==> config.mk <==
export PLATFORM = sky130hd
export DESIGN_NAME = bcd_repeat_seq
export DESIGN_NICKNAME = d
export VERILOG_FILES = /design/src/rtl/bcd_seq_pkg.sv /design/src/rtl/bcd_digit_add.sv /design/src/rtl/bcd_word_add.sv /design/src/rtl/bcd_repeat_seq.sv
export SDC_FILE = /design/constraint.sdc
export NUM_CORES = 1
export LEC_CHECK = 0
export BUFFER_PORTS_ARGS = -buffer_cell sky130_fd_sc_hd__buf_4
export CAP_MARGIN = 20
export CORE_AREA = 5 5 127 129
export DETAILED_ROUTE_END_ITERATION = 8
export DIE_AREA = 0 0 132 134
export PLACE_DENSITY_LB_ADDON = 0.15
export SLEW_MARGIN = 10
export SYNTH_ARGS = -nofsm -noshare
export SYNTH_HDL_FRONTEND = slang
export SYNTH_HIERARCHICAL = 1
export SYNTH_SLANG_ARGS = --single-unit
==> constraint.sdc <==
create_clock -name clk -period 31.6 [get_ports clk]
set_clock_uncertainty 0.15 [all_clocks]
set_input_delay 7.9 -clock clk [delete_from_list [all_inputs] [get_ports clk]]
set_output_delay 7.9 -clock clk [all_outputs]
set_load 0.05 [all_outputs]
==> src/rtl/bcd_seq_pkg.sv <==
package bcd_seq_pkg;

    localparam int DIGIT_W = 4;

    typedef enum logic {
        OP_MUL = 1'b0,
        OP_DIV = 1'b1
    } seq_op_e;

    typedef enum logic {
        ST_IDLE = 1'b0,
        ST_RUN  = 1'b1
    } seq_state_e;

    typedef struct packed {
        logic [DIGIT_W-1:0] digit;
        logic               carry;
    } digit_sum_t;

    // One decimal digit position: binary add, then correct by six above nine.
    function automatic digit_sum_t digit_add(input logic [DIGIT_W-1:0] a,
                                             input logic [DIGIT_W-1:0] b,
                                             input logic               ci);
        digit_sum_t       r;
        logic [DIGIT_W:0] raw;
        raw = {1'b0, a} + {1'b0, b} + {{DIGIT_W{1'b0}}, ci};
        if (raw > 5'd9) begin
            r.digit = raw[DIGIT_W-1:0] + 4'd6;
            r.carry = 1'b1;
        end else begin
            r.digit = raw[DIGIT_W-1:0];
            r.carry = 1'b0;
        end
        return r;
    endfunction

endpackage

==> src/rtl/bcd_digit_add.sv <==
module bcd_digit_add
    import bcd_seq_pkg::*;
(
    input  logic [DIGIT_W-1:0] a,
    input  logic [DIGIT_W-1:0] b,
    input  logic               ci,
    output logic [DIGIT_W-1:0] s,
    output logic               co
);
    digit_sum_t res;

    always_comb begin
        res = digit_add(a, b, ci);
        s   = res.digit;
        co  = res.carry;
    end
endmodule

==> src/rtl/bcd_word_add.sv <==
module bcd_word_add
    import bcd_seq_pkg::*;
#(
    parameter int DIGITS = 12,
    localparam int MANT_W = DIGITS * DIGIT_W
) (
    input  logic [MANT_W-1:0] a,
    input  logic [MANT_W-1:0] b,
    output logic [MANT_W-1:0] sum,
    output logic              carry
);
    logic [DIGITS:0] chain;

    assign chain[0] = 1'b0;

    for (genvar g = 0; g < DIGITS; g++) begin : g_digit
        bcd_digit_add u_dig (
            .a  (a[g*DIGIT_W +: DIGIT_W]),
            .b  (b[g*DIGIT_W +: DIGIT_W]),
            .ci (chain[g]),
            .s  (sum[g*DIGIT_W +: DIGIT_W]),
            .co (chain[g+1])
        );
    end

    assign carry = chain[DIGITS];
endmodule

==> src/rtl/bcd_repeat_seq.sv <==
module bcd_repeat_seq
    import bcd_seq_pkg::*;
#(
    parameter int DIGITS = 12,
    parameter int CNT_W  = 4,
    parameter int WORD_W = 16,
    localparam int MANT_W  = DIGITS * DIGIT_W,
    localparam int CNT_MAX = (1 << CNT_W) - 1
) (
    input  logic              clk,
    input  logic              rst,
    input  logic              start,
    input  logic              op,
    input  logic [MANT_W-1:0] x_in,
    input  logic [MANT_W-1:0] y_in,
    input  logic [WORD_W-1:0] b_in,
    output logic              busy,
    output logic              done,
    output logic [MANT_W-1:0] y_out,
    output logic [WORD_W-1:0] a_out,
    output logic [WORD_W-1:0] b_out,
    output logic              dc_out
);
    seq_state_e        state_q;
    seq_op_e           op_q;
    logic [MANT_W-1:0] x_q, y_q;
    logic [CNT_W-1:0]  rem_q, cnt_q, ovf_q;
    logic [WORD_W-1:0] a_q, b_q;
    logic              dc_q, done_q;

    logic [MANT_W-1:0] add_sum;
    logic              add_carry;
    logic [CNT_W-1:0]  ovf_next;

    bcd_word_add #(.DIGITS(DIGITS)) u_add (
        .a     (y_q),
        .b     (x_q),
        .sum   (add_sum),
        .carry (add_carry)
    );

    assign ovf_next = ovf_q + {{(CNT_W-1){1'b0}}, add_carry};

    always_ff @(posedge clk) begin
        if (rst) begin
            state_q <= ST_IDLE;
            op_q    <= OP_MUL;
            x_q     <= '0;
            y_q     <= '0;
            rem_q   <= '0;
            cnt_q   <= '0;
            ovf_q   <= '0;
            a_q     <= '0;
            b_q     <= '0;
            dc_q    <= 1'b0;
            done_q  <= 1'b0;
        end else begin
            done_q <= 1'b0;
            case (state_q)
                ST_IDLE: begin
                    if (start) begin
                        state_q <= ST_RUN;
                        op_q    <= seq_op_e'(op);
                        x_q     <= x_in;
                        y_q     <= y_in;
                        b_q     <= b_in;
                        rem_q   <= b_in[CNT_W-1:0];
                        cnt_q   <= '0;
                        ovf_q   <= '0;
                    end
                end
                ST_RUN: begin
                    if (op_q == OP_MUL) begin
                        if (rem_q == '0) begin
                            state_q <= ST_IDLE;
                            done_q  <= 1'b1;
                            dc_q    <= 1'b0;
                            a_q     <= {{(WORD_W-CNT_W){1'b0}}, ovf_q};
                        end else begin
                            y_q   <= add_sum;
                            rem_q <= rem_q - 1'b1;
                            if (rem_q == {{(CNT_W-1){1'b0}}, 1'b1}) begin
                                state_q <= ST_IDLE;
                                done_q  <= 1'b1;
                                dc_q    <= 1'b0;
                                a_q     <= {{(WORD_W-CNT_W){1'b0}}, ovf_next};
                            end else begin
                                ovf_q <= ovf_next;
                                dc_q  <= add_carry;
                            end
                        end
                    end else begin
                        y_q <= add_sum;
                        if (add_carry) begin
                            state_q <= ST_IDLE;
                            done_q  <= 1'b1;
                            dc_q    <= 1'b0;
                            b_q     <= {{(WORD_W-CNT_W){1'b0}}, cnt_q};
                        end else if (cnt_q == CNT_W'(CNT_MAX - 1)) begin
                            state_q <= ST_IDLE;
                            done_q  <= 1'b1;
                            dc_q    <= 1'b0;
                            b_q     <= {{(WORD_W-CNT_W){1'b0}}, CNT_W'(CNT_MAX)};
                        end else begin
                            cnt_q <= cnt_q + 1'b1;
                            dc_q  <= 1'b0;
                        end
                    end
                end
                default: state_q <= ST_IDLE;
            endcase
        end
    end

    assign busy   = (state_q == ST_RUN);
    assign done   = done_q;
    assign y_out  = y_q;
    assign a_out  = a_q;
    assign b_out  = b_q;
    assign dc_out = dc_q;

    // done lasts exactly one cycle
    a_r7_done_pulse: assert property (@(posedge clk) disable iff (rst)
        done |=> !done);

    // done never overlaps busy
    a_r7_done_not_busy: assert property (@(posedge clk) disable iff (rst)
        done |-> !busy);

    // decimal carry is clear at completion
    a_r6_dc_clear: assert property (@(posedge clk) disable iff (rst)
        done |-> !dc_out);

    // B stays put while a sequence keeps running
    a_r8_b_stable: assert property (@(posedge clk) disable iff (rst)
        busy && $past(busy) |-> $stable(b_out));

    // A is untouched by a divide
    a_r8_div_keeps_a: assert property (@(posedge clk) disable iff (rst)
        done && op_q == OP_DIV |-> $stable(a_out));

    // divide result upper B bits are zero
    a_r4_b_upper: assert property (@(posedge clk) disable iff (rst)
        done && op_q == OP_DIV |-> b_out[WORD_W-1:CNT_W] == '0);

    // the divide success counter never reaches the limit while running
    a_r5_div_cap: assert property (@(posedge clk) disable iff (rst)
        busy && op_q == OP_DIV |-> cnt_q < CNT_W'(CNT_MAX));

    // multiply leaves A upper bits zero
    a_r2_a_upper: assert property (@(posedge clk) disable iff (rst)
        done && op_q == OP_MUL |-> a_out[WORD_W-1:CNT_W] == '0);
endmodule

* Word-level counts from Yosys, hierarchy flattened *
Cells that the tools add are included.

cells by class
  $add $sub $neg = 38
  magnitude comparators = 12
  eq/ne operators = 11
  multiplexer cells = 51
  bitwise operators = 2
  reduce and logical (&&, ||, !) cells = 10

operators by type and width
  cell                                                                              count
  48-bit two-way mux                                                                3
  16-bit two-way mux                                                                6
  48-bit one-hot mux with 2 select lines                                            1
  4-bit by 4-bit adder with 5-bit output                                            12
  5-bit by 4-bit greater-than comparator with 1-bit output (second input constant)  12
  5-bit two-way mux                                                                 12
  5-bit by 1-bit adder with 5-bit output                                            11
  4-bit by 3-bit adder with 4-bit output (second input constant)                    12
  4-bit two-way mux                                                                 10
  16-bit one-hot mux with 2 select lines                                            1
  4-bit one-hot mux with 2 select lines                                             3
  1-bit two-way mux                                                                 14
  2-bit != test (second input constant)                                             6
  3-bit AND reduction                                                               3
  4-bit AND reduction                                                               2
  4-bit by 1-bit adder with 4-bit output                                            1
  4-bit by 1-bit adder with 4-bit output (second input constant)                    1
  4-bit by 1-bit == test with 1-bit output (second input constant)                  1
  4-bit == test (second input constant)                                             1
  4-bit zero test                                                                   1
  2-bit AND reduction                                                               2
  4-bit by 1-bit subtractor with 4-bit output (second input constant)               1
  3-bit by 1-bit != test with 1-bit output (second input constant)                  1
  3-bit != test (second input constant)                                             1
  other kinds (5)                                                                   6

word-level totals
  bits in registers = 144
  bits of input ports = 116
  output and inout bits = 83

* Longest topological paths before layout *
  depth after elaboration = 41
  gate-level depth with buffers = 77

* Hierarchy *
Netlist, hierarchy kept.

modules (own cells, without submodules)
  module          times used  cells an instance  area an instance (um^2)  sequential area each (um^2)
  bcd_repeat_seq  1           690                6044.5                   2642.5
  bcd_digit_add   12          22                 211.5                    0.0
  bcd_word_add    1           1                  3.8                      0.0

* Worst setup path before layout *
OpenSTA, ideal clock, no wires.

  path kind = register to register
  from = reg y_q[0] (netlist: y_out[0])
  to = reg a_q[2] (netlist: a_out[2])
  setup time = 91 ps
  data arrival time = 19878 ps
  data required time = 31359 ps
  path slack = 11481 ps
  cell stages (with the launch flop) = 78
  path buffers = 0
  period minus slack after synthesis = 20119 ps
  path through = dfxtp_1 -> fa_1 -> fa_1 -> xnor2_1 -> ha_1 -> a31o_1 -> o31ai_4 -> fa_1 -> fa_1 -> xnor2_1 -> ha_1 -> a31o_1 -> o31ai_4 -> fa_1 -> fa_1 -> xnor2_1 -> ha_1 -> a31o_1 -> [42 not listed] -> o31ai_4 -> fa_1 -> fa_1 -> xnor2_1 -> ha_1 -> a31o_1 -> o31ai_4 -> fa_1 -> fa_1 -> xnor2_1 -> ha_1 -> a31o_1 -> o31ai_4 -> ha_1 -> ha_1 -> inv_1 -> or3_1 -> a311oi_1

between the ends
  word-level cells in the longest chain between the ends = 39

ends and longest elaborated chain
  element                                                   RTL line              RTL
  start, declared                                           bcd_repeat_seq.sv:26  logic [MANT_W-1:0] x_q, y_q;
  start signal, assigned                                    bcd_repeat_seq.sv:65  y_q <= y_in;
  start signal, assigned                                    bcd_repeat_seq.sv:80  y_q <= add_sum;
  start signal, assigned                                    bcd_repeat_seq.sv:93  y_q <= add_sum;
  4-bit by 4-bit adder with 5-bit output                    bcd_seq_pkg.sv:26     raw = {1'b0, a} + {1'b0, b} + {{DIGIT_W{1'b0}}, ci};
  5-bit by 4-bit greater-than comparator with 1-bit output  bcd_seq_pkg.sv:27     if (raw > 5'd9) begin
  5-bit two-way mux                                         bcd_seq_pkg.sv:27
  via u_add.chain[1]                                        bcd_word_add.sv:12    logic [DIGITS:0] chain;
  5-bit by 1-bit adder with 5-bit output                    bcd_seq_pkg.sv:26
  5-bit by 4-bit greater-than comparator with 1-bit output  bcd_seq_pkg.sv:27
  5-bit two-way mux                                         bcd_seq_pkg.sv:27
  via u_add.chain[2]                                        bcd_word_add.sv:12
  [3 not listed]                                            --
  via u_add.chain[3]                                        bcd_word_add.sv:12
  [3 not listed]                                            --
  via u_add.chain[4]                                        bcd_word_add.sv:12
  [3 not listed]                                            --
  via u_add.chain[5]                                        bcd_word_add.sv:12
  [3 not listed]                                            --
  via u_add.chain[6]                                        bcd_word_add.sv:12
  [3 not listed]                                            --
  via u_add.chain[7]                                        bcd_word_add.sv:12
  [3 not listed]                                            --
  via u_add.chain[8]                                        bcd_word_add.sv:12
  [3 not listed]                                            --
  via u_add.chain[9]                                        bcd_word_add.sv:12
  [3 not listed]                                            --
  via u_add.chain[10]                                       bcd_word_add.sv:12
  [3 not listed]                                            --
  via u_add.chain[11]                                       bcd_word_add.sv:12
  5-bit by 1-bit adder with 5-bit output                    bcd_seq_pkg.sv:26
  5-bit by 4-bit greater-than comparator with 1-bit output  bcd_seq_pkg.sv:27
  5-bit two-way mux                                         bcd_seq_pkg.sv:27
  via add_carry                                             bcd_repeat_seq.sv:32  logic add_carry;
  4-bit by 1-bit adder with 4-bit output                    bcd_repeat_seq.sv:42  assign ovf_next = ovf_q + {{(CNT_W-1){1'b0}}, add_carry};
  16-bit two-way mux                                        bcd_repeat_seq.sv:82  if (rem_q == {{(CNT_W-1){1'b0}}, 1'b1}) begin
  16-bit two-way mux                                        bcd_repeat_seq.sv:74  if (rem_q == '0) begin
  end signal, assigned                                      bcd_repeat_seq.sv:78  a_q <= {{(WORD_W-CNT_W){1'b0}}, ovf_q};
  end signal, assigned                                      bcd_repeat_seq.sv:86  a_q <= {{(WORD_W-CNT_W){1'b0}}, ovf_next};
  end, declared                                             bcd_repeat_seq.sv:28  logic [WORD_W-1:0] a_q, b_q;

The timed path passes the listed nets, and every way through them passes these cells. The select of a mux whose other input is x is not followed.
A chain may end at the register's enable or synchronous reset.

* Worst setup path after layout *
  from = reg y_q[0] (netlist: y_out[0])
  to = reg b_q[11] (netlist: b_out[11])

between the ends
  word-level cells in the longest chain between the ends = 39
  elaborated cells on any way between the ends = 41

ends and longest elaborated chain
  element                                                       RTL line               RTL
  4-bit by 4-bit adder with 5-bit output (*)                    bcd_seq_pkg.sv:26
  5-bit by 4-bit greater-than comparator with 1-bit output (*)  bcd_seq_pkg.sv:27
  5-bit two-way mux (*)                                         bcd_seq_pkg.sv:27
  via u_add.chain[1]                                            bcd_word_add.sv:12
  5-bit by 1-bit adder with 5-bit output (*)                    bcd_seq_pkg.sv:26
  5-bit by 4-bit greater-than comparator with 1-bit output (*)  bcd_seq_pkg.sv:27
  5-bit two-way mux (*)                                         bcd_seq_pkg.sv:27
  via u_add.chain[2]                                            bcd_word_add.sv:12
  [3 not listed]                                                --
  via u_add.chain[3]                                            bcd_word_add.sv:12
  [3 not listed]                                                --
  via u_add.chain[4]                                            bcd_word_add.sv:12
  [3 not listed]                                                --
  via u_add.chain[5]                                            bcd_word_add.sv:12
  [3 not listed]                                                --
  via u_add.chain[6]                                            bcd_word_add.sv:12
  [3 not listed]                                                --
  via u_add.chain[7]                                            bcd_word_add.sv:12
  [3 not listed]                                                --
  via u_add.chain[8]                                            bcd_word_add.sv:12
  [3 not listed]                                                --
  via u_add.chain[9]                                            bcd_word_add.sv:12
  [3 not listed]                                                --
  via u_add.chain[10]                                           bcd_word_add.sv:12
  [3 not listed]                                                --
  via u_add.chain[11]                                           bcd_word_add.sv:12
  5-bit by 1-bit adder with 5-bit output (*)                    bcd_seq_pkg.sv:26
  5-bit by 4-bit greater-than comparator with 1-bit output (*)  bcd_seq_pkg.sv:27
  5-bit two-way mux (*)                                         bcd_seq_pkg.sv:27
  via add_carry                                                 bcd_repeat_seq.sv:32
  16-bit two-way mux                                            bcd_repeat_seq.sv:94   if (add_carry) begin
  16-bit two-way mux                                            bcd_repeat_seq.sv:73   if (op_q == OP_MUL) begin
  16-bit one-hot mux with 2 select lines                        bcd_repeat_seq.sv:59   case (state_q)
  end signal, assigned                                          bcd_repeat_seq.sv:66   b_q <= b_in;
  end signal, assigned                                          bcd_repeat_seq.sv:98   b_q <= {{(WORD_W-CNT_W){1'b0}}, cnt_q};
  end signal, assigned                                          bcd_repeat_seq.sv:103  b_q <= {{(WORD_W-CNT_W){1'b0}}, CNT_W'(CNT_MAX)};
  end, declared                                                 bcd_repeat_seq.sv:28

Mark *: on every way through the listed nets, which the timed path passes. The rest lies on a longest branch. The select of a mux whose other input is x is not followed.

==> flow_summary_export.csv <==
group,metric,value,unit
run_status,status,"complete, no violations",
setup_path,r2r_slack,9.79,ns
drt,avgRoutedWirePerCell,16.1,µm
power,power.internal,0.000464,W
cts,cts_tree,"built",
die,core-area,0.0149,mm²
setup_path,critical_path_class,"flop to flop",
place,dp_slack,10.01,ns
sta,slew_headroom,35.5,%
cts,cts_resized,0,
min_path,hold_path.startpoint,"b_out[4]",
synth,synth_cell_types,45,
die,start_util,57.5,%
cts,path_clk_slew,0.06,ns
setup_path,path_max_fanout,12,
setup_path,cp_slowest_stage_delay,0.81,ns
sta,tns,0,ns
power,pwr-share-clk,31.0,%
min_path,min_path_cells,2,
drt,dr.pass1.iters,4,
sta,rsz0062_at_grt,"false",
min_path,hp-class,"flop to flop",
global_route,grt_pass1_vias,7264,
setup_path,cp.required,31.71,ns
global_route,antenna_found_initial,0,
die,rows,45,
drt,drt_first_iter_violations,358,
power,power_frac_comb,41.1,%
setup_path,reg2regPathDepth,75,
synth,yosys_warnings,6,
synth,syn-instance-count,955,
cts,clock_latency,0.42,ns
drt,drcViolationCount,0,
cts,cts_sinks,132,
final_layout,nets,1299,
drt,vias,7426,
setup_path,endpoint_kind,"flop",
final_layout,n_fill_cell,1224,
place,gp_congestion,0.818,
final_layout,layout_common_cells,"buf_4 (192), dfxtp_1 (131), nand2_1 (127), a21oi_1 (103), a211oi_1 (96)",
global_route,grt_first_pass_wirelength,34800,µm
die,die_x,132,µm
final_layout,regArea,0.00265,mm²
power,power_density,70.0,mW/mm²
sta,setup_viol_count_final,0,
synth,ys_ff_latch,132,
final_layout,antenna_cells,0,
sta,layout_setup_ws,9.79,ns
die,dieArea,0.0177,mm²
cts,htree_levels,4,
global_route,grt_remaining_overflow,0,
min_path,holdPathEnd,"b_out[4]",
sta,drv_slew,0,
power,p_leak,4.51,nW
cts,cts-root-buf,"clkbuf_16",
drt,ant_nets,0,
sta,min_period,21.81,ns
power,seqPwrFrac,27.9,%
setup_path,regToRegStartpoint,"y_out[0]",
die,die_h,134,µm
die,io_pins,199,
final_layout,area_growth,23.4,%
final_layout,multiInputGateArea,0.00547,mm²
global_route,grt_max_degree,95,
setup_path,critical-path-slowest-cell,"o21bai_1",
sta,finalHoldViolCount,0,
sta,worst_slew_pin_slew,0.966,ns
power,switching_share,37.4,%
power,p_sw,0.000278,W
synth,ys_seq_area_share,30.8,%
power,vdd.ir_drop.worst,0.0000348,V
place,portBuffers,186,
synth,syn_area_per_cell,8.99,µm²
cts,holdBufCountCts,0,
setup_path,startpoint_type,"flop",
global_route,grtUsageTotal,23.4,%
setup_path,path_common_cell,"fa_1",
cts,clk_path_buf_depth,2,
job,drv_cap,0,
cts,cts_buffers,17,
setup_path,rr_endpoint,"b_out[11]",
setup_path,arrival,21.92,ns
final_layout,layout_commonest_cell,"buf_4",
sta,finalCritPeriodShare,69.0,%
sta,fmax,45.8,MHz
drt,totalWireLength,21100,µm
final_layout,drive_gt1_share,23.1,%
place,dp_hpwl,14800,µm
cts,cts_post_setup_buffers_inserted,0,
drt,avgViaCountPerCell,5.69,
synth,syn_area,0.00859,mm²
[Yosys cell counts, drive strengths merged]
cell type    n  share of area, %
o221ai       1              0.10
xnor2       27               2.8
or3          1             0.073
o22ai       14               1.0
dfxtp      132                31
o31a         2              0.20
o21ai        5              0.29
ha          54               7.9
nor4b        1              0.28
and3        13              0.95
a211oi      96               8.4
nor3         2              0.12
inv         31               1.4
o221a        3              0.39
a311oi       1              0.10
nor2b       62               4.5
nand2      127               5.6
o21bai       1             0.087
a21oi      103               6.0
o31ai       13               3.1
nand4        2              0.15
nand2b       7              0.51
o41ai        3              0.31
nor4         2              0.32
a31oi        5              0.36
buf         34               3.1
a21o        12               1.2
nand3       16              0.93
fa          24               5.6
mux2i       66               7.7
conb         2             0.087
mux2         1              0.13
a31o        12               1.2
nor3b        4              0.41
nor2        26               1.1
a2111oi     12               1.2
clkbuf      38               1.7
[power groups by stage]
stage | Sequential, W | Combinational (W) | Clock (W)
after floorplan | 0.000247 | 0.000201 | 0
after global placement | 0.000210 | 0.000298 | 0
after detailed placement | 0.000211 | 0.000302 | 0
after CTS | 0.000207 | 0.000306 | 0.000233
after global routing | 0.000211 | 0.000333 | 0.000241
final | 0.000207 | 0.000305 | 0.000230
[final cells by class]
cell class,instances,area share (%)
Multi-Input combinational cell,731,51.6
Sequential cell,132,25.0
Clock buffer,20,4.40
Timing Repair Buffer,192,13.6
Clock inverter,12,2.11
Tap cell,188,2.22
Inverter,31,1.10
[registers in the layout, summed over array words and instances (netlist names)]
| signal | cells |
|---|---|
| a_out | 4 |
| rem_q | 4 |
| busy | 1 |
| ovf_q | 4 |
| op_q | 1 |
| b_out | 16 |
| y_out | 48 |
| done | 1 |
| dc_out | 1 |
| cnt_q | 4 |
| x_q | 48 |
[kinds of logic after synthesis]
kind of cell,share of synthesized area [%]
AND/OR/NAND/NOR,14.9
multiplexers,7.83
flip-flops,30.8
AO/OA/AOI/OAI,24.0
adder cells (fa/ha/maj),13.5
buffers and inverters,6.15
XOR/XNOR,2.75
other,0.0875
[worst max path at each step]
stage / startpoint / cells past startpoint / end
6_report: y_out[0] / 75 / b_out[11]
5_1_grt: y_out[0] / 75 / b_out[5]
4_1_cts: y_out[0] / 75 / b_out[11]
3_5_place_dp: y_out[0] / 75 / b_out[5]
3_3_place_gp: y_out[0] / 75 / b_out[13]
2_1_floorplan: y_out[0] / 77 / a_out[2]
[critical path, delay by kind of cell (launching register included)]
family / cells / cell delay [ns]
xor gates and xnor gates: 12 / 3.09
adders and majority gates: 36 / 13.10
DFF: 1 / 0.33
AOI/OAI and AO/OA: 27 / 4.94
[metrics by stage]
step | util, % | area (µm²) | power [W] | instances | hold WS [ns]
after floorplan | - | 8630 | 0.000447 | 966 | 0.290
after global placement | 66.4 | 9910 | 0.000508 | 1274 | 0.293
after detailed placement | 66.4 | 9910 | 0.000513 | 1274 | 0.298
after CTS | 71.0 | 10600 | 0.000746 | 1306 | 0.306
after global routing | 71.0 | 10600 | 0.000785 | 1306 | 0.322
final | 71.0 | 10600 | 0.000742 | 1306 | 0.306
[per-layer routing]
layer / up-vias / GRT usage (%) / wire length (µm)
met5: - / 0 / 0
met4: 0 / 7.60 / 306
met3: 25 / 5.18 / 1070
met2: 176 / 39.1 / 10100
met1: 3490 / 30.2 / 9590
li1: 3735 / - / -
No activity file was read; power rests on OpenSTA's default activity.
